[config.mk]
export PLATFORM = sky130hd
export DESIGN_NAME = atomic_rmw_unit
export DESIGN_NICKNAME = d
export VERILOG_FILES = /design/src/rtl/atomic_rmw_unit.sv
export SDC_FILE = /design/constraint.sdc
export NUM_CORES = 1
export LEC_CHECK = 0
export ABC_AREA = 1
export ABC_CLOCK_PERIOD_IN_PS = 4200
export CELL_PAD_IN_SITES_DETAIL_PLACEMENT = 0
export CELL_PAD_IN_SITES_GLOBAL_PLACEMENT = 1
export CORE_MARGIN = 10
export CORE_UTILIZATION = 39
export DETAILED_ROUTE_END_ITERATION = 16
export GPL_ROUTABILITY_DRIVEN = 0
export PLACE_DENSITY = 0.9
export SLEW_MARGIN = 20
export SYNTH_ARGS = -nofsm -noshare
export SYNTH_HDL_FRONTEND = slang
export SYNTH_SLANG_ARGS = --single-unit
[constraint.sdc]
create_clock -name clk -period 4.2 [get_ports clk]
set_input_delay 1.05 -clock clk [delete_from_list [all_inputs] [get_ports clk]]
set_output_delay 1.05 -clock clk [all_outputs]
set_load 0.005 [all_outputs]
[src/rtl/atomic_rmw_unit.sv]
module atomic_rmw_unit #(
  parameter int AW = 16
) (
  input  logic          clk,
  input  logic          rst_n,
  input  logic          req_valid,
  output logic          req_ready,
  input  logic [1:0]    req_op,
  input  logic [1:0]    req_size,
  input  logic [AW-1:0] req_addr0,
  input  logic [AW-1:0] req_addr1,
  input  logic [31:0]   req_cmp0,
  input  logic [31:0]   req_cmp1,
  input  logic [31:0]   req_upd0,
  input  logic [31:0]   req_upd1,
  output logic          mem_req,
  output logic          mem_we,
  output logic          mem_lock,
  output logic [AW-1:0] mem_addr,
  output logic [1:0]    mem_size,
  output logic [31:0]   mem_wdata,
  input  logic          mem_ack,
  input  logic [31:0]   mem_rdata,
  output logic          rsp_valid,
  output logic          rsp_ok,
  output logic [3:0]    rsp_flags,
  output logic [31:0]   rsp_val0,
  output logic [31:0]   rsp_val1
);
  localparam logic [1:0] OP_TAS  = 2'd0;
  localparam logic [1:0] OP_DCAS = 2'd2;

  typedef enum logic [2:0] {S_IDLE, S_LOCK, S_RD0, S_RD1, S_DEC, S_WR0, S_WR1, S_DONE} state_t;
  state_t state;

  logic [1:0]    op_q, sz_q;
  logic [AW-1:0] a0_q, a1_q;
  logic [31:0]   c0_q, c1_q, u0_q, u1_q, m0_q, m1_q;
  logic [3:0]    flags_q;
  logic          ok_q;
  logic [31:0]   v0_q, v1_q;

  function automatic logic [31:0] wmask(input logic [1:0] s);
    case (s)
      2'd0:    wmask = 32'h0000_00FF;
      2'd1:    wmask = 32'h0000_FFFF;
      default: wmask = 32'hFFFF_FFFF;
    endcase
  endfunction

  function automatic logic [3:0] cmp_flags(input logic [31:0] m, input logic [31:0] c,
                                           input logic [1:0] s);
    logic [31:0] a, b;
    logic [32:0] d;
    a = (s == 2'd0) ? (m << 24) : (s == 2'd1) ? (m << 16) : m;
    b = (s == 2'd0) ? (c << 24) : (s == 2'd1) ? (c << 16) : c;
    d = {1'b0, a} - {1'b0, b};
    cmp_flags = {d[31], d[31:0] == 32'd0, (a[31] ^ b[31]) & (d[31] ^ a[31]), d[32]};
  endfunction

  logic [1:0] eff_size;
  assign eff_size = (req_op == OP_TAS) ? 2'd0 :
                    (req_op == OP_DCAS && req_size == 2'd0) ? 2'd1 : req_size;

  logic [3:0] f0, f1, dec_flags;
  logic       dec_ok;
  always_comb begin
    f0 = cmp_flags(m0_q, c0_q, sz_q);
    f1 = cmp_flags(m1_q, c1_q, sz_q);
    if (op_q == OP_TAS) begin
      dec_flags = {m0_q[7], m0_q[7:0] == 8'd0, 2'b00};
      dec_ok    = 1'b1;
    end else if (op_q == OP_DCAS) begin
      dec_flags = f0[2] ? f1 : f0;
      dec_ok    = f0[2] & f1[2];
    end else begin
      dec_flags = f0;
      dec_ok    = f0[2];
    end
  end

  always_ff @(posedge clk or negedge rst_n) begin
    if (!rst_n) begin
      state <= S_IDLE;
      op_q <= '0; sz_q <= '0; a0_q <= '0; a1_q <= '0;
      c0_q <= '0; c1_q <= '0; u0_q <= '0; u1_q <= '0;
      m0_q <= '0; m1_q <= '0;
      flags_q <= '0; ok_q <= 1'b0; v0_q <= '0; v1_q <= '0;
    end else begin
      case (state)
        S_IDLE: if (req_valid) begin
          op_q  <= req_op;
          sz_q  <= eff_size;
          a0_q  <= req_addr0;
          a1_q  <= req_addr1;
          c0_q  <= req_cmp0 & wmask(eff_size);
          c1_q  <= req_cmp1 & wmask(eff_size);
          u0_q  <= req_upd0 & wmask(eff_size);
          u1_q  <= req_upd1 & wmask(eff_size);
          state <= S_LOCK;
        end
        S_LOCK: state <= S_RD0;
        S_RD0: if (mem_ack) begin
          m0_q  <= mem_rdata & wmask(sz_q);
          state <= (op_q == OP_DCAS) ? S_RD1 : S_DEC;
        end
        S_RD1: if (mem_ack) begin
          m1_q  <= mem_rdata & wmask(sz_q);
          state <= S_DEC;
        end
        S_DEC: begin
          flags_q <= dec_flags;
          ok_q    <= dec_ok;
          v0_q    <= (op_q == OP_TAS || !dec_ok) ? m0_q : c0_q;
          v1_q    <= (op_q != OP_DCAS) ? 32'd0 : (dec_ok ? c1_q : m1_q);
          state   <= dec_ok ? S_WR0 : S_DONE;
        end
        S_WR0: if (mem_ack) state <= (op_q == OP_DCAS) ? S_WR1 : S_DONE;
        S_WR1: if (mem_ack) state <= S_DONE;
        S_DONE: state <= S_IDLE;
        default: state <= S_IDLE;
      endcase
    end
  end

  assign req_ready = (state == S_IDLE);
  assign mem_req   = (state == S_RD0) || (state == S_RD1) || (state == S_WR0) || (state == S_WR1);
  assign mem_we    = (state == S_WR0) || (state == S_WR1);
  assign mem_lock  = (state != S_IDLE) && (state != S_DONE);
  assign mem_addr  = (state == S_RD1 || state == S_WR1) ? a1_q : a0_q;
  assign mem_size  = sz_q;
  assign mem_wdata = (state == S_WR1) ? u1_q :
                     (op_q == OP_TAS) ? (m0_q | 32'h80) : u0_q;
  assign rsp_valid = (state == S_DONE);
  assign rsp_ok    = ok_q;
  assign rsp_flags = flags_q;
  assign rsp_val0  = v0_q;
  assign rsp_val1  = v1_q;


  lock_lead_chk: assert property (@(posedge clk) disable iff (!rst_n)
    $rose(mem_lock) |-> !mem_req);

  lock_hold_chk: assert property (@(posedge clk) disable iff (!rst_n)
    mem_req |-> mem_lock);

  lock_release_chk: assert property (@(posedge clk) disable iff (!rst_n)
    $fell(mem_lock) |-> rsp_valid);

  no_write_on_miss_chk: assert property (@(posedge clk) disable iff (!rst_n)
    mem_we |-> ok_q);

  tas_bit7_chk: assert property (@(posedge clk) disable iff (!rst_n)
    (mem_we && op_q == OP_TAS) |-> mem_wdata[7]);

  idle_unlocked_chk: assert property (@(posedge clk) disable iff (!rst_n)
    req_ready |-> (!mem_lock && !mem_req));

  dual_response_chk: assert property (@(posedge clk) disable iff (!rst_n)
    (rsp_valid && !rsp_ok && op_q == OP_DCAS) |-> (rsp_val0 == m0_q && rsp_val1 == m1_q));
endmodule

=== Word-level counts from Yosys, hierarchy flattened ===
Cells that the tools add are included.

* Flip-flop bits (word level): 300
* Bits in latches: 0
* RAM bits: 0
* Bits in read-only memories: 0
* Input bits: 200
* Output and inout port bits: 124
* Logic and storage cells: 108
* Memories: 0

* $add $sub $neg: 2
* Multiply operators: 0
* Div/mod/pow operators: 0
* $lt $le $gt $ge: 0
* Eq/ne operators: 18
* Shift operators: 0
* Muxes and demuxes: 37
* Bitwise logic cells: 13
* Reductions and logical operators: 23

{| class="wikitable"
|+ Operator list
! kind !! count
|-
| 32-bit 2-to-1 mux || 18
|-
| 32-bit bitwise AND || 6
|-
| 32-bit case mux with 2 select lines || 2
|-
| 32-bit by 32-bit subtractor with 33-bit output || 2
|-
| 32-bit logical NOT || 2
|-
| 3-bit case mux with 8 select lines || 1
|-
| 3-bit 2-to-1 mux || 6
|-
| 16-bit 2-to-1 mux || 1
|-
| 3-bit == test, second input constant || 4
|-
| 4-bit 2-to-1 mux || 3
|-
| 2-bit inequality test, second input constant || 6
|-
| 2-bit logical NOT || 5
|-
| 8-bit logical NOT || 1
|-
| 3-bit by 2-bit == test with 1-bit output, second input constant || 2
|-
| 1-bit logical OR || 6
|-
| 2-bit 2-to-1 mux || 3
|-
| 2-bit AND reduction || 3
|-
| 5-bit AND reduction || 1
|-
| 2-bit by 1-bit == test with 1-bit output, second input constant || 2
|-
| 2-bit == test, second input constant || 2
|-
| 1-bit bitwise XOR || 4
|-
| 1-bit bitwise AND || 3
|-
| 3-bit by 1-bit == test with 1-bit output, second input constant || 1
|-
| 3-bit logical NOT || 1
|-
| other kinds (5) || 8
|}

=== Longest topological paths before layout ===
* Depth after elaboration: 11
* Mapped depth: 28
* Mapped depth without buffers: 26

=== Worst setup path before layout ===
OpenSTA, ideal clock, no wires.

* Path kind: register to register
* Start point: register sz_q[1] (netlist: mem_size[1])
* End point: register v1_q[2] (netlist: rsp_val1[2])
* Library setup time: 0.118 ns
* Data arrival time: 3.488 ns
* Required time: 4.082 ns
* Setup slack: 0.594 ns
* Cell stages (with the launch flop): 25
* Buffers on the path: 3
* Clock period less this slack: 3.606 ns
* Path through: dfrtp_1 clkbuf_1 nor2_1 inv_1 clkbuf_1 o22ai_1 a21oi_1 ha_1 nand2_1 nor2_1 o21ai_0 nand2_1 a21oi_1 nand2_1 nand2_1 nand2_1 nor3_2 nand2_2 nor2_8 nand2_8 nand2_8 buf_6 nand2_1 nand3_1 nand2_1

* Longest elaborated chain between the ends: 10
* Elaborated cells on any way between the ends: 19
* Those cells by class: add/sub: 2; eq/ne: 1; mux: 12; bitwise: 1; reduce/logical: 3

{| class="wikitable"
|+ RTL lines
! element !! line !! text
|-
| from (decl) || 36 || <nowiki>logic [1:0] op_q, sz_q;</nowiki>
|-
| from (signal assigned) || 93 || <nowiki>sz_q <= eff_size;</nowiki>
|-
| 2-bit by 1-bit == test with 1-bit output || 55, 56 ||
|-
| 32-bit 2-to-1 mux (on tied branches) (2 in a row) || 55, 56 ||
|-
| 32-bit by 32-bit subtractor with 33-bit output || 57 || <nowiki>d = {1'b0, a} - {1'b0, b};</nowiki>
|-
| 32-bit logical NOT || 58 || <nowiki>cmp_flags = {d[31], d[31:0] == 32'd0, (a[31] ^ b[31]) & (d[31] ^ a[31]), d[32]};</nowiki>
|-
| 1-bit bitwise AND || 75 || <nowiki>dec_ok = f0[2] & f1[2];</nowiki>
|-
| 1-bit 2-to-1 mux (*) || 73 || <nowiki>end else if (op_q == OP_DCAS) begin</nowiki>
|-
| 1-bit 2-to-1 mux (*) || 70 || <nowiki>if (op_q == OP_TAS) begin</nowiki>
|-
| 32-bit 2-to-1 mux (*) (2 in a row) || 115 || <nowiki>v1_q <= (op_q != OP_DCAS) ? 32'd0 : (dec_ok ? c1_q : m1_q);</nowiki>
|-
| to (signal assigned) || 115 ||
|-
| to (decl) || 41 || <nowiki>logic [31:0] v0_q, v1_q;</nowiki>
|}

Mark *: on every way between the ends. The rest lies on a longest branch, timed or not.
A chain may end at the register's enable or synchronous reset.

=== Worst setup path in the final report ===
* Start point: register sz_q[0] (netlist: mem_size[0])
* End point: register v0_q[13] (netlist: rsp_val0[13])

* Longest elaborated chain between the ends: 11
* Elaborated cells on any way between the ends: 20
* Those cells by class: add/sub: 2; eq/ne: 1; mux: 11; bitwise: 1; reduce/logical: 5

{| class="wikitable"
|+ RTL lines
! element !! line !! text
|-
| 2-bit by 1-bit == test with 1-bit output || 55, 56 ||
|-
| 32-bit 2-to-1 mux (on tied branches) (2 in a row) || 55, 56 ||
|-
| 32-bit by 32-bit subtractor with 33-bit output || 57 ||
|-
| 32-bit logical NOT || 58 ||
|-
| 1-bit bitwise AND || 75 ||
|-
| 1-bit 2-to-1 mux (*) || 73 ||
|-
| 1-bit 2-to-1 mux (*) || 70 ||
|-
| 1-bit logical NOT (*) || 114 || <nowiki>v0_q <= (op_q == OP_TAS || !dec_ok) ? m0_q : c0_q;</nowiki>
|-
| 1-bit logical OR (*) || 114 ||
|-
| 32-bit 2-to-1 mux (*) || 114 ||
|-
| to (signal assigned) || 114 ||
|-
| to (decl) || 41 ||
|}

Marks and branches as above.

==> results.txt <==
- Status: completed
- FFs w/ async S/R, synth: 100%
- For this design the total switching power over the nets is 13.5 mW.
- Largest family of logic cells by synthesized area: simple AND/OR/NAND/NOR gates
- Core Box Area: 50200 µm²
* Synth cell count leaders: 1060 x nand2_1, 533 x inv_1, 300 x dfrtp_1, 213 x nand3_1, 167 x o21ai_0
- Detailed placement HPWL: 63.3 mm
- Effective utilization at floorplan: 39.5%
- Using the TritonRoute via totals, the vias-per-cell ratio works out to 5.33.
- Setup repair after global routing left no endpoint under its margin.
- Portion of synthesized cell area occupied by the leading cell type: 37.9%
- Most used DFF post-synth: dfrtp_1
* Drt total wl: 80.8 mm
- Counting flops with a built-in enable in the synthesized netlist gives 0.
- Number of warnings reported in the yosys synthesis log: 0
- I/O pins: 324
* Gate power share: 67.7%
- XOR/XNOR Fraction of Synth Area: 0.265%
* Worst setup EP type: flip-flop
- Largest fanout on the critical path: 10
- Subtracting the final worst setup slack from the clock period gives 3.99 ns.
* Clock tree root driver cell: clkbuf_16
- Sequential share of power: 20.1%
- Setup violations remaining at the end of the flow were counted as 0.
* Iteration-0 DRC Markers: 2316
- Yosys instantiated no cell more often than nand2_1.
* Area share of fa/ha/maj cells after synthesis: 4.04%
- Total via count in the routed design: 21300
* Count of cell types in the netlist: 45
- Clock-pin slew was measured on the worst setup and hold paths at 0.06 ns.
- The synthesized design contains 300 register bits.
* Worst Setup Start Kind: flip-flop
- The die covers 60200 µm².
- Internal Power: 12.1 mW
- Global router's overall resource usage: 26.1%
- In this run the tightest slew margin relative to its limit is 46.0%.
- Total power: 25.6 mW
* Vias in the first global route: 20600
- In this run the static leakage power is 13.4 nW.
- For this design, the slowest cell found on the critical path is ha_1.
- Highest clock rate: 251 MHz
* Maximum buffer depth of the clock tree: 3
* CTS H-Tree Depth: 2
- Final sum of negative setup slack: 0 ns
* Biggest cell delay along the critical path: 0.38 ns
- The number of clock buffers added by TritonCTS is 36.
* Average wire per cell in the routed design: 20.2 µm
- The initial antenna violation count is 15.
- In this run switching power makes up 52.6% of total power.
- The total count of max-transition violations in the final report was 0.
- During placement, the flow inserted port buffers numbering 323.
- The share of the Yosys chip area taken by registers is 37.9%.
- Synthesized area divided by synthesized cell count: 6.59 µm²
- The cell area that synthesis handed to floorplanning was 19800 µm².
- After Yosys synthesis, and, or, nand and nor cells account for 32.0% of the synthesized area.
- Compound-Gate Fraction of Synth Area: 11.8%
- The clock arrives with 0.0128 ns of skew.
- The tree built by TritonCTS fans out to 300 sinks.
- TritonCTS built the clock tree.
- The count of nets left with antenna violations once routing finished came out at 0.
* Total gr overflow: 0
- Entering global routing, the biggest net connects 100 pins.
* Worst Tran Pin Value: 0.809 ns
* Die width: 245 µm
* Most common cell type on the critical path: nand2_1
* Yosys top cell by area: dfrtp_1
- Portion of the clock cycle consumed by the worst path in the final layout: 94.9%
- For this design the ratio of total power to cell area is 1020 nW/µm².
- Clock latency on the worst-skew pair, taken at its later pin, is 0.56 ns.
- Cell count after synthesis: 3006
* Chip Height: 245 µm
- When the netlist entered floorplanning its net count stood at 3270.
- Worst hold path type: flip-flop to flip-flop
- Max-cap violations in this run came to 0.
* Arrival time at the worst endpoint: 4.47 ns
- Clock share of power: 12.2%
- Worst path cell trace: buf_4 > nor2_4 > clkinvlp_2 > buf_4 > o22ai_1 > a21oi_1 > ha_1 > a21oi_1 > o21a_1 > nand2_1 > a21oi_1 > nand2_1 > nand2_1 > nand2_1 > nor3_2 > nand2_2 > nor2_8 > nand3_4 > buf_4 > nand2_1 > nand3_1 > nand2_1
- Global-route wire length before repair: 123 mm
* Layout cell share with drive strength beyond 1: 5.48%
- Peak VDD IR: 0.550 mV
* Hold violation total from the final report: 0
- Critical Setup Path Class: flip-flop to flip-flop
- After floorplanning, the core was divided into 82 placement rows.
* Layout-stage area growth over the synthesis result: 26.7%
- Residual DRC count: 0
* Mux share of post-synthesis cell area: 0.910%
- Count of nets after finishing: 3567
* Worst EP required: 4.69 ns
- Post-CTS Hold Buffers: 0
- Number of iterations in the first detailed-routing pass: 7
- Area contributors post-synth: dfrtp_1 38%, nand2_1 20%, inv_1 10%
-- cells in the final DEF (no fill, tap or decap), drive strengths merged --
cell,instances
a211oi,1
a21boi,1
a21o,2
a21oi,124
a31oi,7
a32o,1
and2,5
and3,4
and3b,1
buf,61
bufinv,2
clkbuf,48
clkdlybuf4s50,322
clkinv,7
clkinvlp,3
dfrtp,300
diode,5
ha,64
inv,540
mux2,16
nand2,1072
nand3,217
nand3b,11
nand4,48
nor2,156
nor3,10
nor4,4
o21a,3
o21ai,168
o21bai,6
o221ai,2
o22ai,110
o31ai,1
or2,1
xnor2,4
xor2,2
-- logic make-up after synthesis --
kind of cell | count (synthesis)
fa+ha+maj | 64
buf+inv | 666
compound gates | 426
simple gates | 1528
mux | 16
xor+xnor | 6
flops | 300
-- flip-flops by register name (all words and copies together), names as in the netlist, 3 cells and up --
name and flops:
a0_q 16, a1_q 16, c0_q 32, c1_q 32, m0_q 32, m1_q 32, rsp_flags 4, rsp_val0 32
rsp_val1 32, state 3, u0_q 32, u1_q 32
-- per-layer routing --
metal	part of all wire (%)	vias up	global-route usage [%]
li1	-	10000	-
met3	11	184	8.42
met1	41	10000	33.3
met2	45	1068	41.3
met5	0.20	-	0
met4	3.1	22	7.80
-- area by class of cell --
cell class / count / area (µm²)
fillers: 5028 / 25100
multi-input cells: 2041 / 9770
flip-flops and latches: 300 / 7510
repair buffers: 383 / 3770
inverters: 540 / 2040
clock buffers: 48 / 1010
well taps: 672 / 841
clock inverters: 11 / 130
diodes: 5 / 12.5
repair inverters: 1 / 5.00
-- power groups by stage --
stage,registers [mW],clock network (mW),logic (mW)
finish,5.15,3.11,17.3
global route,5.26,3.24,19.2
CTS,5.11,3.14,16.8
detailed placement,5.15,0,16.7
global placement,5.11,0,16.6
floorplan,4.72,0,11.1
-- final timing paths --
kind	start	end	slack, ns	cells past startpoint
min reg2reg	u0_q[7]$_DFFE_PN0P_	u0_q[7]$_DFFE_PN0P_	0.48	2
min in group asynchronous	rst_n	u1_q[10]$_DFFE_PN0P_	0.54	1
max	mem_size[0]$_DFFE_PN0P_	rsp_val0[13]$_DFFE_PN0P_	0.21	22
max reg2reg	mem_size[0]$_DFFE_PN0P_	rsp_val0[13]$_DFFE_PN0P_	0.21	22
min	u0_q[7]$_DFFE_PN0P_	u0_q[7]$_DFFE_PN0P_	0.48	2
max in group asynchronous	rst_n	c1_q[28]$_DFFE_PN0P_	2.60	2
-- worst max-delay path: cells and delay by family, from the launching register on --
kind	cells	cell delay [ns]
compound gates	5	0.72
buf+inv	4	0.94
fa+ha+maj	1	0.38
flops	1	0.37
simple gates	12	1.48
-- stage by stage --
step	util, %	setup slack, ns	area, µm²	hold WS (ns)	instances
after floorplan	-	0.594	19800	0.443	3006
after global placement	47.5	0.259	23800	0.456	3929
after detailed placement	47.5	0.218	23800	0.460	3929
after CTS	49.7	0.196	25000	0.476	3988
after global routing	50.0	0.00526	25100	0.500	3996
final	50.0	0.215	25100	0.476	4001
-- timing repair --
action                     4_1_cts  5_1_grt
buffers inserted                 0        6
gates resized for setup          1       17
setup endpoints to repair        1       44
cloned                           0        2
Note: power is estimated with default switching activity, not from simulation.
